**config.mk**
```make
export PLATFORM = sky130hd
export DESIGN_NAME = dma_evt_irq_ctl
export DESIGN_NICKNAME = d
export VERILOG_FILES = /design/src/rtl/dma_evt_pkg.sv /design/src/rtl/dma_evt_rst_sync.sv /design/src/rtl/dma_evt_flag_cell.sv /design/src/rtl/dma_evt_irq_router.sv /design/src/rtl/dma_evt_irq_ctl.sv
export SDC_FILE = /design/constraint.sdc
export NUM_CORES = 1
export LEC_CHECK = 0
export BUFFER_PORTS_ARGS = -buffer_cell sky130_fd_sc_hd__buf_4
export CORE_UTILIZATION = 45
export CTS_BUF_LIST = sky130_fd_sc_hd__clkbuf_8
export CTS_CLUSTER_DIAMETER = 80
export CTS_CLUSTER_SIZE = 8
export DETAILED_ROUTE_END_ITERATION = 6
export PLACE_DENSITY = 0.93
export SYNTH_ARGS = -nofsm -noshare
export SYNTH_HDL_FRONTEND = slang
export SYNTH_SLANG_ARGS = --single-unit
```
**constraint.sdc**
```tcl
create_clock -name clk -period 2.2 [get_ports clk]
set_clock_uncertainty 0.05 [all_clocks]
set_input_delay 0 -clock clk [delete_from_list [all_inputs] [get_ports clk]]
set_output_delay 0 -clock clk [all_outputs]
set_load 0.02 [all_outputs]
```
**src/rtl/dma_evt_pkg.sv**
```systemverilog
package dma_evt_pkg;
  localparam int REG_W     = 32;
  localparam int NUM_USB   = 2;
  localparam int NUM_AUDIO = 8;
  localparam int NUM_EVT   = NUM_USB + NUM_AUDIO;
  localparam int NUM_LINE  = 3;
  localparam int AUD_EN_LSB  = 24;
  localparam int AUD_ST_LSB  = 16;
  localparam int USB_EN_LSB  = 8;
  localparam int USB_ST_LSB  = 0;

  typedef enum logic [1:0] {
    LINE_FAULT = 2'd0,
    LINE_FULL  = 2'd1,
    LINE_HALF  = 2'd2
  } irq_line_e;

  // bit position of the enable flag of an event id
  function automatic int en_pos(input int id);
    if (id < NUM_USB) return USB_EN_LSB + id;
    return AUD_EN_LSB + (id - NUM_USB);
  endfunction

  // bit position of the status flag of an event id
  function automatic int st_pos(input int id);
    if (id < NUM_USB) return USB_ST_LSB + id;
    return AUD_ST_LSB + (id - NUM_USB);
  endfunction

  // interrupt line an event id folds onto
  function automatic int line_of(input int id);
    if (id == 1) return int'(LINE_FAULT);
    if (id == 0) return int'(LINE_FULL);
    if (((id - NUM_USB) % 2) == 0) return int'(LINE_FULL);
    return int'(LINE_HALF);
  endfunction
endpackage

```
**src/rtl/dma_evt_rst_sync.sv**
```systemverilog
module dma_evt_rst_sync #(
  parameter int STAGES = 2
) (
  input  logic clk,
  input  logic arst_n,
  output logic srst_n
);
  logic [STAGES-1:0] sync_q;
  logic [STAGES-1:0] sync_d;

  always_comb begin
    sync_d = {sync_q[STAGES-2:0], 1'b1};
  end

  always_ff @(posedge clk or negedge arst_n) begin
    if (!arst_n) sync_q <= '0;
    else         sync_q <= sync_d;
  end

  assign srst_n = sync_q[STAGES-1];
endmodule

```
**src/rtl/dma_evt_flag_cell.sv**
```systemverilog
module dma_evt_flag_cell (
  input  logic clk,
  input  logic rst_n,
  input  logic wr_en,
  input  logic wr_en_bit,
  input  logic wr_st_bit,
  input  logic evt,
  output logic en_q,
  output logic st_q,
  output logic pend
);
  logic en_d, st_d;
  logic en_ce, st_ce;

  always_comb begin
    en_ce = wr_en;
    en_d  = wr_en_bit;
    // event has priority; a written 0 clears, a written 1 is ignored
    st_ce = evt | (wr_en & ~wr_st_bit);
    st_d  = evt;
  end

  always_ff @(posedge clk or negedge rst_n) begin
    if (!rst_n)     en_q <= 1'b0;
    else if (en_ce) en_q <= en_d;
  end

  always_ff @(posedge clk or negedge rst_n) begin
    if (!rst_n)     st_q <= 1'b0;
    else if (st_ce) st_q <= st_d;
  end

  assign pend = en_q & st_q;
endmodule

```
**src/rtl/dma_evt_irq_router.sv**
```systemverilog
module dma_evt_irq_router
  import dma_evt_pkg::*;
#(
  parameter int N_EVT  = NUM_EVT,
  parameter int N_LINE = NUM_LINE
) (
  input  logic              clk,
  input  logic              rst_n,
  input  logic [N_EVT-1:0]  pend,
  output logic [N_LINE-1:0] irq_q
);
  logic [N_LINE-1:0] irq_d;

  always_comb begin
    irq_d = '0;
    for (int l = 0; l < N_LINE; l++) begin
      for (int i = 0; i < N_EVT; i++) begin
        if (line_of(i) == l) irq_d[l] = irq_d[l] | pend[i];
      end
    end
  end

  always_ff @(posedge clk or negedge rst_n) begin
    if (!rst_n) irq_q <= '0;
    else        irq_q <= irq_d;
  end
endmodule

```
**src/rtl/dma_evt_irq_ctl.sv**
```systemverilog
module dma_evt_irq_ctl
  import dma_evt_pkg::*;
(
  input  logic                clk,
  input  logic                rst_n,
  input  logic                wr_en,
  input  logic [REG_W-1:0]    wr_data,
  output logic [REG_W-1:0]    rd_data,
  input  logic [NUM_EVT-1:0]  evt_pulse,
  output logic [NUM_LINE-1:0] irq
);
  logic               srst_n;
  logic [NUM_EVT-1:0] en_q;
  logic [NUM_EVT-1:0] st_q;
  logic [NUM_EVT-1:0] pend;

  dma_evt_rst_sync #(.STAGES(2)) u_rst (
    .clk    (clk),
    .arst_n (rst_n),
    .srst_n (srst_n)
  );

  for (genvar g = 0; g < NUM_EVT; g++) begin : g_cell
    localparam int EP = en_pos(g);
    localparam int SP = st_pos(g);
    dma_evt_flag_cell u_cell (
      .clk       (clk),
      .rst_n     (srst_n),
      .wr_en     (wr_en),
      .wr_en_bit (wr_data[EP]),
      .wr_st_bit (wr_data[SP]),
      .evt       (evt_pulse[g]),
      .en_q      (en_q[g]),
      .st_q      (st_q[g]),
      .pend      (pend[g])
    );
  end

  dma_evt_irq_router #(.N_EVT(NUM_EVT), .N_LINE(NUM_LINE)) u_route (
    .clk   (clk),
    .rst_n (srst_n),
    .pend  (pend),
    .irq_q (irq)
  );

  // reserved positions stay 0
  always_comb begin
    rd_data = '0;
    for (int i = 0; i < NUM_EVT; i++) begin
      rd_data[en_pos(i)] = en_q[i];
      rd_data[st_pos(i)] = st_q[i];
    end
  end
endmodule

```
---- After elaboration in Yosys (flattened, before gate mapping) ----
Cells that the tools add are included.
word-level totals
  register bits ........................... 25
  word-level logic and storage cells ...... 69
  output and inout port bits .............. 35
cells by class
  bitwise gates (word level) .............. 47
operator list
  cell              number
  AND 1 bit         20
  bitwise OR 1 bit  17
  NOT 1 bit         10

---- Depth between registers and ports, before layout ----
Gate-level depths: netlist (run 1).
  word-level depth ........................ 5
  depth in mapped cells ................... 3

---- Cells and area by module ----
A second synthesis (run 1) with hierarchy kept.
second synthesis, totals
  cells, all modules ...................... 83
  area, all modules ....................... 1093.5 µm²
by module, submodules not included
  module              cells an instance  area an instance (µm²)  times used  seq. area each (µm²)
  dma_evt_flag_cell   6                  85.1                    10          50.0
  dma_evt_irq_router  7                  95.1                    1           75.1
  dma_evt_irq_ctl     13                 93.8                    1           0.0
  dma_evt_rst_sync    3                  53.8                    1           50.0

---- Worst setup path after synthesis (run 1) ----
No wires, ideal clock.
  path type ............................... register to register
  from .................................... reg g_cell[0].u_cell.en_q
  to ...................................... reg u_route.irq_q[1]
  library setup time ...................... 0.131 ns
  arrival ................................. 0.742 ns
  cell stages (with the launch flop) ...... 3
  path buffers ............................ 0
  clock period less this slack ............ 0.923 ns
  setup slack ............................. 1.277 ns
  path through ............................ dfrtp_1 > a222oi_1 > nand2_1
on the way
  cells in the longest elaborated chain, start to end .. 5
ends and longest elaborated chain
  what                            line                      source
  from (decl)                     dma_evt_flag_cell.sv:8    output logic en_q,
  from (signal assigned)          dma_evt_flag_cell.sv:25   else if (en_ce) en_q <= en_d;
  AND 1 bit                       dma_evt_flag_cell.sv:33   assign pend = en_q & st_q;
  bitwise OR 1 bit (4 in series)  dma_evt_irq_router.sv:18  if (line_of(i) == l) irq_d[l] = irq_d[l] | pend[i];
  via u_route.irq_d[1]            dma_evt_irq_router.sv:12  logic [N_LINE-1:0] irq_d;
  to (signal assigned)            dma_evt_irq_router.sv:25  else irq_q <= irq_d;
  to (decl)                       dma_evt_irq_router.sv:10  output logic [N_LINE-1:0] irq_q
The timed path passes the listed nets, and every way through them passes these cells.
A chain may end at the register's enable or synchronous reset.

---- Final worst setup path (run 1) ----
  from .................................... in evt_pulse[1]
  to ...................................... reg g_cell[1].u_cell.st_q
on the way
  cells in the longest elaborated chain, start to end .. 1
ends and longest elaborated chain
  what                  line                     source
  from (decl)           dma_evt_irq_ctl.sv:9     input logic [NUM_EVT-1:0] evt_pulse,
  bitwise OR 1 bit      dma_evt_flag_cell.sv:19  st_ce = evt | (wr_en & ~wr_st_bit);
  to (signal assigned)  dma_evt_flag_cell.sv:30  else if (st_ce) st_q <= st_d;
  to (decl)             dma_evt_flag_cell.sv:9   output logic st_q,
Several ways; a longest one is shown, not always the timed one.

==> impl_results.md, run 1 <==
* Setup Crit Path Kind: primary input to flop
* Reg-to-reg startpoint: g_cell[1].u_cell.st_q
* Sequential area share after synthesis at approximately 51%
* Met2 Usage GRT at 41.1%
* Final Max Tran Viols at 0
* Hpwl dp at 1610 microns
* Top cells by area, synth: dfrtp_1 (51%), buf_4 (20%), mux2_4 (12%)
* Synth warnings at 0
* Yosys cell types at 12
* Crit path from: evt_pulse[1]
* Clock edge transition at the registers on the reported setup and hold paths at 90 ps
* Ant diodes at 0
* Share of layout cells above drive strength 1 at 41.6%
* WL final at 2820 microns
* Final setup margin at 887 ps
* Status: complete, no violations
* Worst Reg2Reg Path Length in Cells at 2
* Crit start category: primary input
* GRT Total Usage at roughly 22%
* M3 GR Usage at 5.93%
* Full die area at 2940 sq um
* Worst EP required at 2300 ps
* Flop2flop setup slack at roughly 900 ps
* Post-synthesis register bit count at 25
* Largest net degree at the start of global routing at 24
* Min-Delay Path Class: primary input to flop
* Peak Freq at 761 MHz
* Syn Inst Count at 98
* Slew HR at roughly 40%
* End of the critical path: g_cell[1].u_cell.st_q
* Grt ovf at 0
* Boundary Pins at 80
* Crit path max fanout at 1
* GR peak layer: met2
* Post-place setup slack at 1140 ps
* Fin crit share at 59.7%
* Final layout net count at approximately 210
* Slew of the pin with the lowest slew margin at 906 ps
* CTS tree: yes
* Core Region at 2520 sq um
* Global-route wire length before repair at approximately 4300 microns
* CP Capture Type: flop
* R2R Path End: g_cell[1].u_cell.st_q
* Met1 GRT Util at 23.5%
* DR pass1 iterations at 4
* Total CTS buffers at 3
* Vias at between 900 and 1000
* Via density at 4.66
* Layout area overhead at 48.9%
* Clock tree sinks at 25
* DR DRC count at 0
* Root buf cell: clkbuf_8
* # resized after CTS at 0
* Post-synth top area cell: dfrtp_1
* Die W at about 54 microns
* CTS Buffer Depth at 2
* Fin crit period at 1310 ps
* Number of max-cap violations at 0
* DRT antenna net count at 0
* Initial antenna violation count at 0
* Port bufs at 55
* Fin util at between 70% and 80%
* Synthesized area per cell at 12.5 sq um
* Final TNS setup at 0 ps
* CTS H-Tree Depth at 1
* Wirelength per Cell at 14.4 microns
* Top-area cell type share of the netlist area at 51.0%
* RSZ-0062 raised after global routing: no
* Initial Util at 48.6%
* Vias in the first global route at a little over 900
* Chip height at approximately 54 microns
* P_leak at 0.877 nW
* Worst-Skew Late Latency at 260 ps
* Cell row count at 18
* Final hold viol count at 0
* Setup violators final at 0
* First DRT Iteration DRCs at 17
* Synthesized area at 1230 sq um
* Worst-case vdd ir drop at 0.000637 V
* Crit path DAT at 1410 ps
* RD Place Congestion at 0.670
* PwrDens at 596 nW/um^2
## Yosys cell counts, drive strengths merged
master,n
a21o,10
nand2b,10
nand2,2
and2,1
a22oi,3
buf,33
dfrtp,25
a222oi,1
mux2,10
conb,2
clkbuf,1
## flip-flops by register name (all words and copies together), names as in the netlist
name                count
g_cell.u_cell.en_q     10
g_cell.u_cell.st_q     10
u_route.irq_q           3
u_rst.sync_q            2
## placed cells by master, fill, tap and decap left out
cell type | netlist | final
clkbuf_8 | 0 | 3
and2_1 | 1 | 1
dlygate4sd3_1 | 0 | 32
a21o_1 | 10 | 10
a222oi_1 | 1 | 1
dfrtp_1 | 25 | 25
nand2_1 | 2 | 2
mux2_4 | 10 | 10
clkinv_2 | 0 | 1
buf_4 | 32 | 55
conb_1 | 2 | 13
a22oi_1 | 3 | 3
nand2b_1 | 10 | 10
## metrics by stage
stage	instance area [sq um]	total power, W	hold slack (ps)	cells
6_report	1830	0.00109	154	196
5_1_grt	1830	0.00114	154	196
4_1_cts	1830	0.00109	148	196
3_5_place_dp	1460	0.000777	-267	160
3_3_place_gp	1460	0.000768	-267	160
2_1_floorplan	1270	0.000722	-346	109
## where the power goes
group          switching [W]  internal (W)  leakage (nW)
combinational       0.000122      0.000166         0.580
clock               0.000140      0.000126        0.0255
sequential         0.0000369      0.000497         0.271
total               0.000299      0.000789         0.877
## repair_timing
item	CTS	global route
buffers inserted	0	0
hold buffers	32	0
endpoints found under the hold margin	22	0
## worst max-delay path: stages
cell and delay, ps:
dlygate4sd3_1 540, buf_4 140, a21o_1 160, dlygate4sd3_1 570
## worst min-delay path by stage
stage / startpoint / endpoint / depth (start not counted)
2_1_floorplan: rst_n / u_rst.sync_q[0] / 0
3_3_place_gp: rst_n / u_rst.sync_q[0] / 1
5_1_grt: wr_en / g_cell[8].u_cell.en_q / 2
3_5_place_dp: rst_n / u_rst.sync_q[0] / 1
6_report: wr_en / g_cell[0].u_cell.en_q / 2
4_1_cts: wr_en / g_cell[6].u_cell.en_q / 2
## area by class of cell
| cell class | instances | area, sq um |
|---|---|---|
| clock buffers | 3 | 41.3 |
| clock inverters | 1 | 5.00 |
| fillers | 173 | 697 |
| multi-input cells | 50 | 383 |
| flip-flops and latches | 25 | 626 |
| well taps | 30 | 37.5 |
| repair buffers | 87 | 733 |
## per-layer routing
| layer | up-vias | part of all wire [%] |
|---|---|---|
| met1 | 444 | 38 |
| met4 | 0 | 0.64 |
| li1 | 415 | - |
| met3 | 2 | 6.7 |
| met5 | - | 0 |
| met2 | 53 | 54 |
## kinds of logic after synthesis
kind of cell / after synthesis / share of synthesized area [%]
buffers and inverters: 34 / 21.1
AOI/OAI and AO/OA: 14 / 8.78
muxes: 10 / 12.2
other: 2 / 0.612
DFF: 25 / 51.0
and+or+nand+nor: 13 / 6.23
Note: power is estimated with default switching activity, not from simulation.
==> inputs of run 2 (changes only) <==
--- a/config.mk
+++ b/config.mk
@@ -6,12 +6,12 @@
 export NUM_CORES = 1
 export LEC_CHECK = 0
 export BUFFER_PORTS_ARGS = -buffer_cell sky130_fd_sc_hd__buf_4
-export CORE_UTILIZATION = 45
+export CORE_UTILIZATION = 43
 export CTS_BUF_LIST = sky130_fd_sc_hd__clkbuf_8
 export CTS_CLUSTER_DIAMETER = 80
 export CTS_CLUSTER_SIZE = 8
 export DETAILED_ROUTE_END_ITERATION = 6
-export PLACE_DENSITY = 0.93
+export PLACE_DENSITY = 0.9
 export SYNTH_ARGS = -nofsm -noshare
 export SYNTH_HDL_FRONTEND = slang
 export SYNTH_SLANG_ARGS = --single-unit
==> constraint.sdc (replaced) <==
create_clock -name clk -period 1.35 [get_ports clk]
set_clock_uncertainty 0.05 [all_clocks]
set_input_delay 0 -clock clk [delete_from_list [all_inputs] [get_ports clk]]
set_output_delay 0 -clock clk [all_outputs]
set_load 0.02 [all_outputs]
==> run 2 against run 1 <==
Setup slack got worse by 840 ps. Die area rose by 4.5%. Sequential cell count did not move. Via count fell by 0.55%. Largest power group unchanged. Power rose by 62%. Largest cell class unchanged. Critical endpoint is now g_cell[4].u_cell.st_q. Critical path depth fell by 2. Sequential power rose by 61%.
==> impl_results.md, run 2 (synthesized netlist as in run 1, its figures left out) <==
* Status: complete, no violations
* Ant diodes at 0 (unchanged)
* Most frequent cells in the layout: buf_4 (57), dlygate4sd3_1 (32), dfrtp_1 (25)
* PwrDens at 957 nW/um^2 (+61%)
* DR pass1 iterations at 4 (unchanged)
* Number of max-cap violations at 0 (unchanged)
* Leading registers by flop count: g_cell.u_cell.en_q x10, g_cell.u_cell.st_q x10, u_route.irq_q x3
* First DRT Iteration DRCs at 19 (+2)
* M1 WL at 1020 microns (-5.9%)
* Initial antenna violation count at 0 (unchanged)
* Clock power frac at 23.7% (-0.8 points)
* Crit start category: flop
* Routed wire length on met3 at 249 microns (+32%)
* Global-route wire length before repair at 4770 microns (+11%)
* Largest net degree at the start of global routing at 21 (-13%)
* Final hold viol count at 0 (unchanged)
* Setup violators final at 0 (unchanged)
* Crit path DAT at 1400 ps (about the same)
* Clock edge transition at the registers on the reported setup and hold paths at 80 ps (about the same)
* Layout area overhead at 50.1%
* Vias in the first global route at 1025 (+10%)
* Boundary Pins at 80 (unchanged)
* Die W at 55.4 microns (+2.2%)
* Reg power frac at 48.8% (-0.3 points)
* Clock tree sinks at 25 (unchanged)
* GRT Total Usage at 20.2% (-1.3 points)
* CTS Buffer Depth at 2 (unchanged)
* Peak Freq at roughly 770 MHz
* P_leak at 0.888 nW (+1.3%)
* Fin crit share at a little over nine tenths
* P_sw at 0.000475 W (+59%)
* WL final at 2860 microns (+1.3%)
* Initial Util at 44.9% (-3.8 points)
* Via density at 4.57 (-2.0%)
* Internal power at 0.00129 W (+63%)
* Final TNS setup at 0 ps (unchanged)
* Post-CTS setup buffers at 0 (unchanged)
* Worst-Skew Late Latency at 260 ps (about the same)
* CTS H-Tree Depth at 1 (unchanged)
* Full die area at 3070 sq um (+4.5%)
* Root buf cell: clkbuf_8
* Share of layout cells above drive strength 1 at 41.7% (+0.10 points)
* Hpwl dp at 1660 microns (+3.2%)
* Final Max Tran Viols at 0 (unchanged)
* Commonest non-fill, non-tap cell in the layout: buf_4
* Cell row count at 19 (+1)
* Core Region at 2730 sq um (+8.4%)
* DRT antenna net count at 0 (unchanged)
* Met2 wire length at 1500 microns (-2.2%)
* Port bufs at 55 (unchanged)
* Final layout net count at 214 (+0.94%)
* RSZ-0062 raised after global routing: no
* Wirelength per Cell at 14.4 microns (-0.18%)
* RD Place Congestion at 0.678 (+1.2%)
* Fin crit period at approximately 1300 ps
* Chip height at 55.4 microns (+2.2%)
* Grt ovf at 0 (unchanged)
* Worst EP required at 1440 ps (-860 ps)
* Switching share of power at 27.0% (-0.48 points)
* Comb pwr share at 27.6% (+1.1 points)
* Worst-case vdd ir drop at 0.000706 V (+11%)
* DR top layer: met4
* Tot Pwr at 0.00176 W (+62%)
* CP Capture Type: flop
* Min-Delay Path Class: flop to async pin
* Crit path max fanout at 3 (+2)
* DR DRC count at 0 (unchanged)
* CTS tree: yes
* Setup Crit Path Kind: flop to flop
* Total CTS buffers at 3 (unchanged)
* Vias at 909 (-0.55%)
run 2: worst max-delay path: stages (launching register included):
cell           delay (ps)
dfrtp_1               410
a21o_1                170
dlygate4sd3_1         560
run 2: final timing paths:
check / start / to / slack (ps) / cells after the start
max in group asynchronous: rst_n / u_rst.sync_q[0] / 510 / 3
setup reg to reg: g_cell[4].u_cell.st_q / g_cell[4].u_cell.st_q / 40 / 2
hold / removal: u_rst.sync_q[1] / u_route.irq_q[1] / 140 / 1
hold reg to reg: u_rst.sync_q[1] / u_route.irq_q[1] / 140 / 1
min in group clk: wr_en / g_cell[8].u_cell.en_q / 150 / 2
setup / recovery: g_cell[4].u_cell.st_q / g_cell[4].u_cell.st_q / 40 / 2
run 2: cell type report:
| class | count | area (sq um) |
|---|---|---|
| multi-input combinational | 50 | 383 |
| timing repair buffer | 89 | 748 |
| tap | 31 | 38.8 |
| clock inverter | 1 | 3.75 |
| sequential | 25 | 626 |
| clock buffer | 3 | 41.3 |
| fill | 216 | 893 |
run 2: through the flow:
step / cell area, sq um / setup WS (ps) / utilization [%] / hold slack [ps] / cells
CTS: 1840 / 70.7 / 67.3 / 140 / 199
global route: 1840 / 4.99 / 67.3 / 155 / 199
floorplan: 1270 / 427 / - / -346 / 109
finish: 1840 / 43.0 / 67.3 / 137 / 199
global placement: 1480 / 352 / 54.0 / -267 / 163
detailed placement: 1480 / 308 / 54.0 / -266 / 163
run 2: timing repair:
action                                 in CTS  in global routing
endpoints found under the hold margin      22                  0
hold buffers                               32                  0
resized for setup                           0                  0
run 2: power by group through the flow:
stage               sequential (W)  combinational (W)  clock, W
finish                    0.000859           0.000486  0.000417
global route              0.000866           0.000515  0.000463
CTS                       0.000857           0.000477  0.000432
detailed placement        0.000871           0.000398         0
global placement          0.000867           0.000391         0
floorplan                 0.000878           0.000299         0
run 2: layer usage:
metal  GRT usage, %  vias to the layer above
li1               -                      414
met1           20.4                      435
met2           36.7                       50
met3           6.32                       10
met4           10.7                        0
met5              0                        -
==> inputs of run 3 (changes only) <==
--- a/config.mk
+++ b/config.mk
@@ -11,7 +11,7 @@
 export CTS_CLUSTER_DIAMETER = 80
 export CTS_CLUSTER_SIZE = 8
 export DETAILED_ROUTE_END_ITERATION = 6
-export PLACE_DENSITY = 0.9
+export PLACE_DENSITY = 0.8
 export SYNTH_ARGS = -nofsm -noshare
 export SYNTH_HDL_FRONTEND = slang
 export SYNTH_SLANG_ARGS = --single-unit
==> run 3 against run 2 <==
Critical path depth unchanged. Sequential share of layout area increased by 0.30 points. Register-to-register slack about the same. Core utilization decreased by 0.60 points. Sequential cell count unchanged. Sequential power about the same. Die area unchanged. Maximum frequency decreased by 0.19%. Clock power increased by 3%. Critical endpoint is now g_cell[2].u_cell.st_q. Largest cell class unchanged.
==> impl_results.md, run 3 (synthesized netlist as in run 1, its figures left out) <==
* Status: complete, no violations
* Post-Place Cells at 162 (-0.61%)
* Hpwl dp at 1560 microns (-5.7%)
* Port bufs at 55 (unchanged)
* CTS H-Tree Depth at 1 (unchanged)
* Post-place setup slack at 356 ps (+48.7 ps)
* DR DRC count at 0 (unchanged)
* Via density at 4.49 (-1.8%)
* Final TNS setup at 0 ps (unchanged)
* Most frequent cells in the layout: buf_4 (56), dlygate4sd3_1 (31), dfrtp_1 (25)
* Layout area overhead at 48.8%
* Worst EP required at 1450 ps (about the same)
* Final Max Tran Viols at 0 (unchanged)
* Total CTS buffers at 3 (unchanged)
* Hold path endpoint: g_cell[7].u_cell.st_q
* Leading registers by flop count: g_cell.u_cell.en_q x10, g_cell.u_cell.st_q x10, u_route.irq_q x3
* First DRT Iteration DRCs at 22 (+3)
* Hold_ws at 0.514 ps (-136 ps)
* Core Region at 2730 sq um (unchanged)
* P_leak at 0.880 nW (-0.98%)
* Clock power frac at 24.5% (+0.8 points)
* Clock edge transition at the registers on the reported setup and hold paths at 90 ps (about the same)
* Clock tree sinks at 25 (unchanged)
* Final setup margin at 40.6 ps (-2.42 ps)
* Peak Freq at 764 MHz (-0.19%)
* R2R Path End: g_cell[2].u_cell.st_q
* Hold Crit Depth at 3
* Fin util at 66.7% (-0.60 points)
* Hold wc startpoint: wr_data[21]
* Final layout net count at 212 (-0.93%)
* CP Capture Type: flop
* Full die area at 3070 sq um (unchanged)
* Largest net degree at the start of global routing at 24 (+14%)
* Root buf cell: clkbuf_8
* Crit path max fanout at 3 (unchanged)
* Chip height at 55.4 microns (unchanged)
* Ant diodes at 0 (unchanged)
* PwrDens at 964 nW/um^2 (+0.75%)
* Min-Delay Path Class: primary input to flop
* Wirelength per Cell at 12.6 microns (-12%)
* Grt ovf at 0 (unchanged)
* Initial Util at 44.9% (unchanged)
* Met2 wire length at 1360 microns (-9.1%)
* Setup violators final at 0 (unchanged)
* Final hold viol count at 0 (unchanged)
* Fin cells at 197 (-1.0%)
* Die W at 55.4 microns (unchanged)
* Initial antenna violation count at 0 (unchanged)
* Fin crit period at 1310 ps (+2.42 ps)
* WL final at 2480 microns (-13%)
* DRT antenna net count at 0 (unchanged)
* Fillers at 210 (-2.8%)
* Fin crit share at 97.0% (+0.18 points)
* RSZ-0062 raised after global routing: no
* Commonest non-fill, non-tap cell in the layout: buf_4
* Routed wire length on met3 at 141 microns (-43%)
* Number of max-cap violations at 0 (unchanged)
* P_sw at 0.000475 W (-0.15%)
* Worst-case vdd ir drop at 0.000725 V (+2.7%)
* Boundary Pins at 80 (unchanged)
* DR pass1 iterations at 4 (unchanged)
* Internal power at 0.00128 W (-0.14%)
* Worst-Skew Late Latency at 260 ps (about the same)
* Reg power frac at 48.6% (-0.2 points)
* Switching share of power at 27.0% (about the same)
* Crit start category: flop
* Cell row count at 19 (unchanged)
* RD Place Congestion at 0.674 (-0.60%)
* Crit path DAT at 1410 ps (about the same)
* Worst Reg2Reg Path Length in Cells at 2 (unchanged)
* Vias in the first global route at 953 (-7.0%)
* GRT Total Usage at 16.9% (-3.3 points)
* Setup Crit Path Kind: flop to flop
* Reg-to-reg startpoint: g_cell[2].u_cell.st_q
* CTS Buffer Depth at 2 (unchanged)
* Comb pwr share at 26.9% (-0.7 points)
* CTS tree: yes
* Vias at 884 (-2.8%)
* DR top layer: met4
* Share of layout cells above drive strength 1 at 42.2% (+0.50 points)
* Flop2flop setup slack at 40 ps (about the same)
* M1 WL at 966 microns (-5.5%)
* Global-route wire length before repair at 4200 microns (-12%)
-- run 3: changes by cell type in the layout (fill, tap and decap cells not counted), sizes merged --
cell	delta
clkinv	+1
inv	-1
buf	-1
dlygate4sd3	-1
-- run 3: per-layer routing --
metal | up-vias | track usage, %
met4 | 0 | 6.43
met5 | - | 0
met3 | 2 | 3.98
li1 | 412 | -
met1 | 429 | 19.7
met2 | 41 | 29.9
-- run 3: how the worst max path moves through the flow --
stage	from	end	slack, ps	cells after the start
final	g_cell[2].u_cell.st_q	g_cell[2].u_cell.st_q	40	2
after global placement	g_cell[0].u_cell.en_q	u_route.irq_q[1]	350	2
after floorplan	g_cell[0].u_cell.en_q	u_route.irq_q[1]	430	2
after detailed placement	g_cell[0].u_cell.en_q	u_route.irq_q[1]	360	2
after CTS	g_cell[0].u_cell.st_q	g_cell[0].u_cell.st_q	60	2
after global routing	g_cell[2].u_cell.st_q	g_cell[2].u_cell.st_q	20	2
-- run 3: worst max-delay path, cell delays in order, from the launching register on --
cell and delay (ps):
dfrtp_1 410, a21o_1 170, dlygate4sd3_1 560
-- run 3: final cells by class --
cell class / instances / area, sq um / area share, %
timing repair buffer: 87 / 731 / 40.1
sequential: 25 / 626 / 34.3
multi-input combinational: 50 / 383 / 21.0
clock buffer: 3 / 41.3 / 2.26
tap: 31 / 38.8 / 2.13
clock inverter: 1 / 5.00 / 0.274
-- run 3: what timing repair did --
| item | 4_1_cts | 5_1_grt |
|---|---|---|
| resized for setup | 0 | 0 |
| hold buffers | 31 | 0 |
| hold endpoints to repair | 22 | 0 |
| setup buffers | 0 | 0 |
-- run 3: power groups by stage --
stage | clock, W | combinational (W) | sequential, W
floorplan | 0 | 0.000299 | 0.000878
global placement | 0 | 0.000390 | 0.000867
detailed placement | 0 | 0.000396 | 0.000870
CTS | 0.000445 | 0.000473 | 0.000855
finish | 0.000431 | 0.000473 | 0.000856
global route | 0.000476 | 0.000504 | 0.000864
-- run 3: per-stage QoR --
stage | cell area, sq um | power [W]
2_1_floorplan | 1270 | 0.00118
3_3_place_gp | 1470 | 0.00126
3_5_place_dp | 1470 | 0.00127
4_1_cts | 1820 | 0.00177
5_1_grt | 1820 | 0.00184
6_report | 1820 | 0.00176
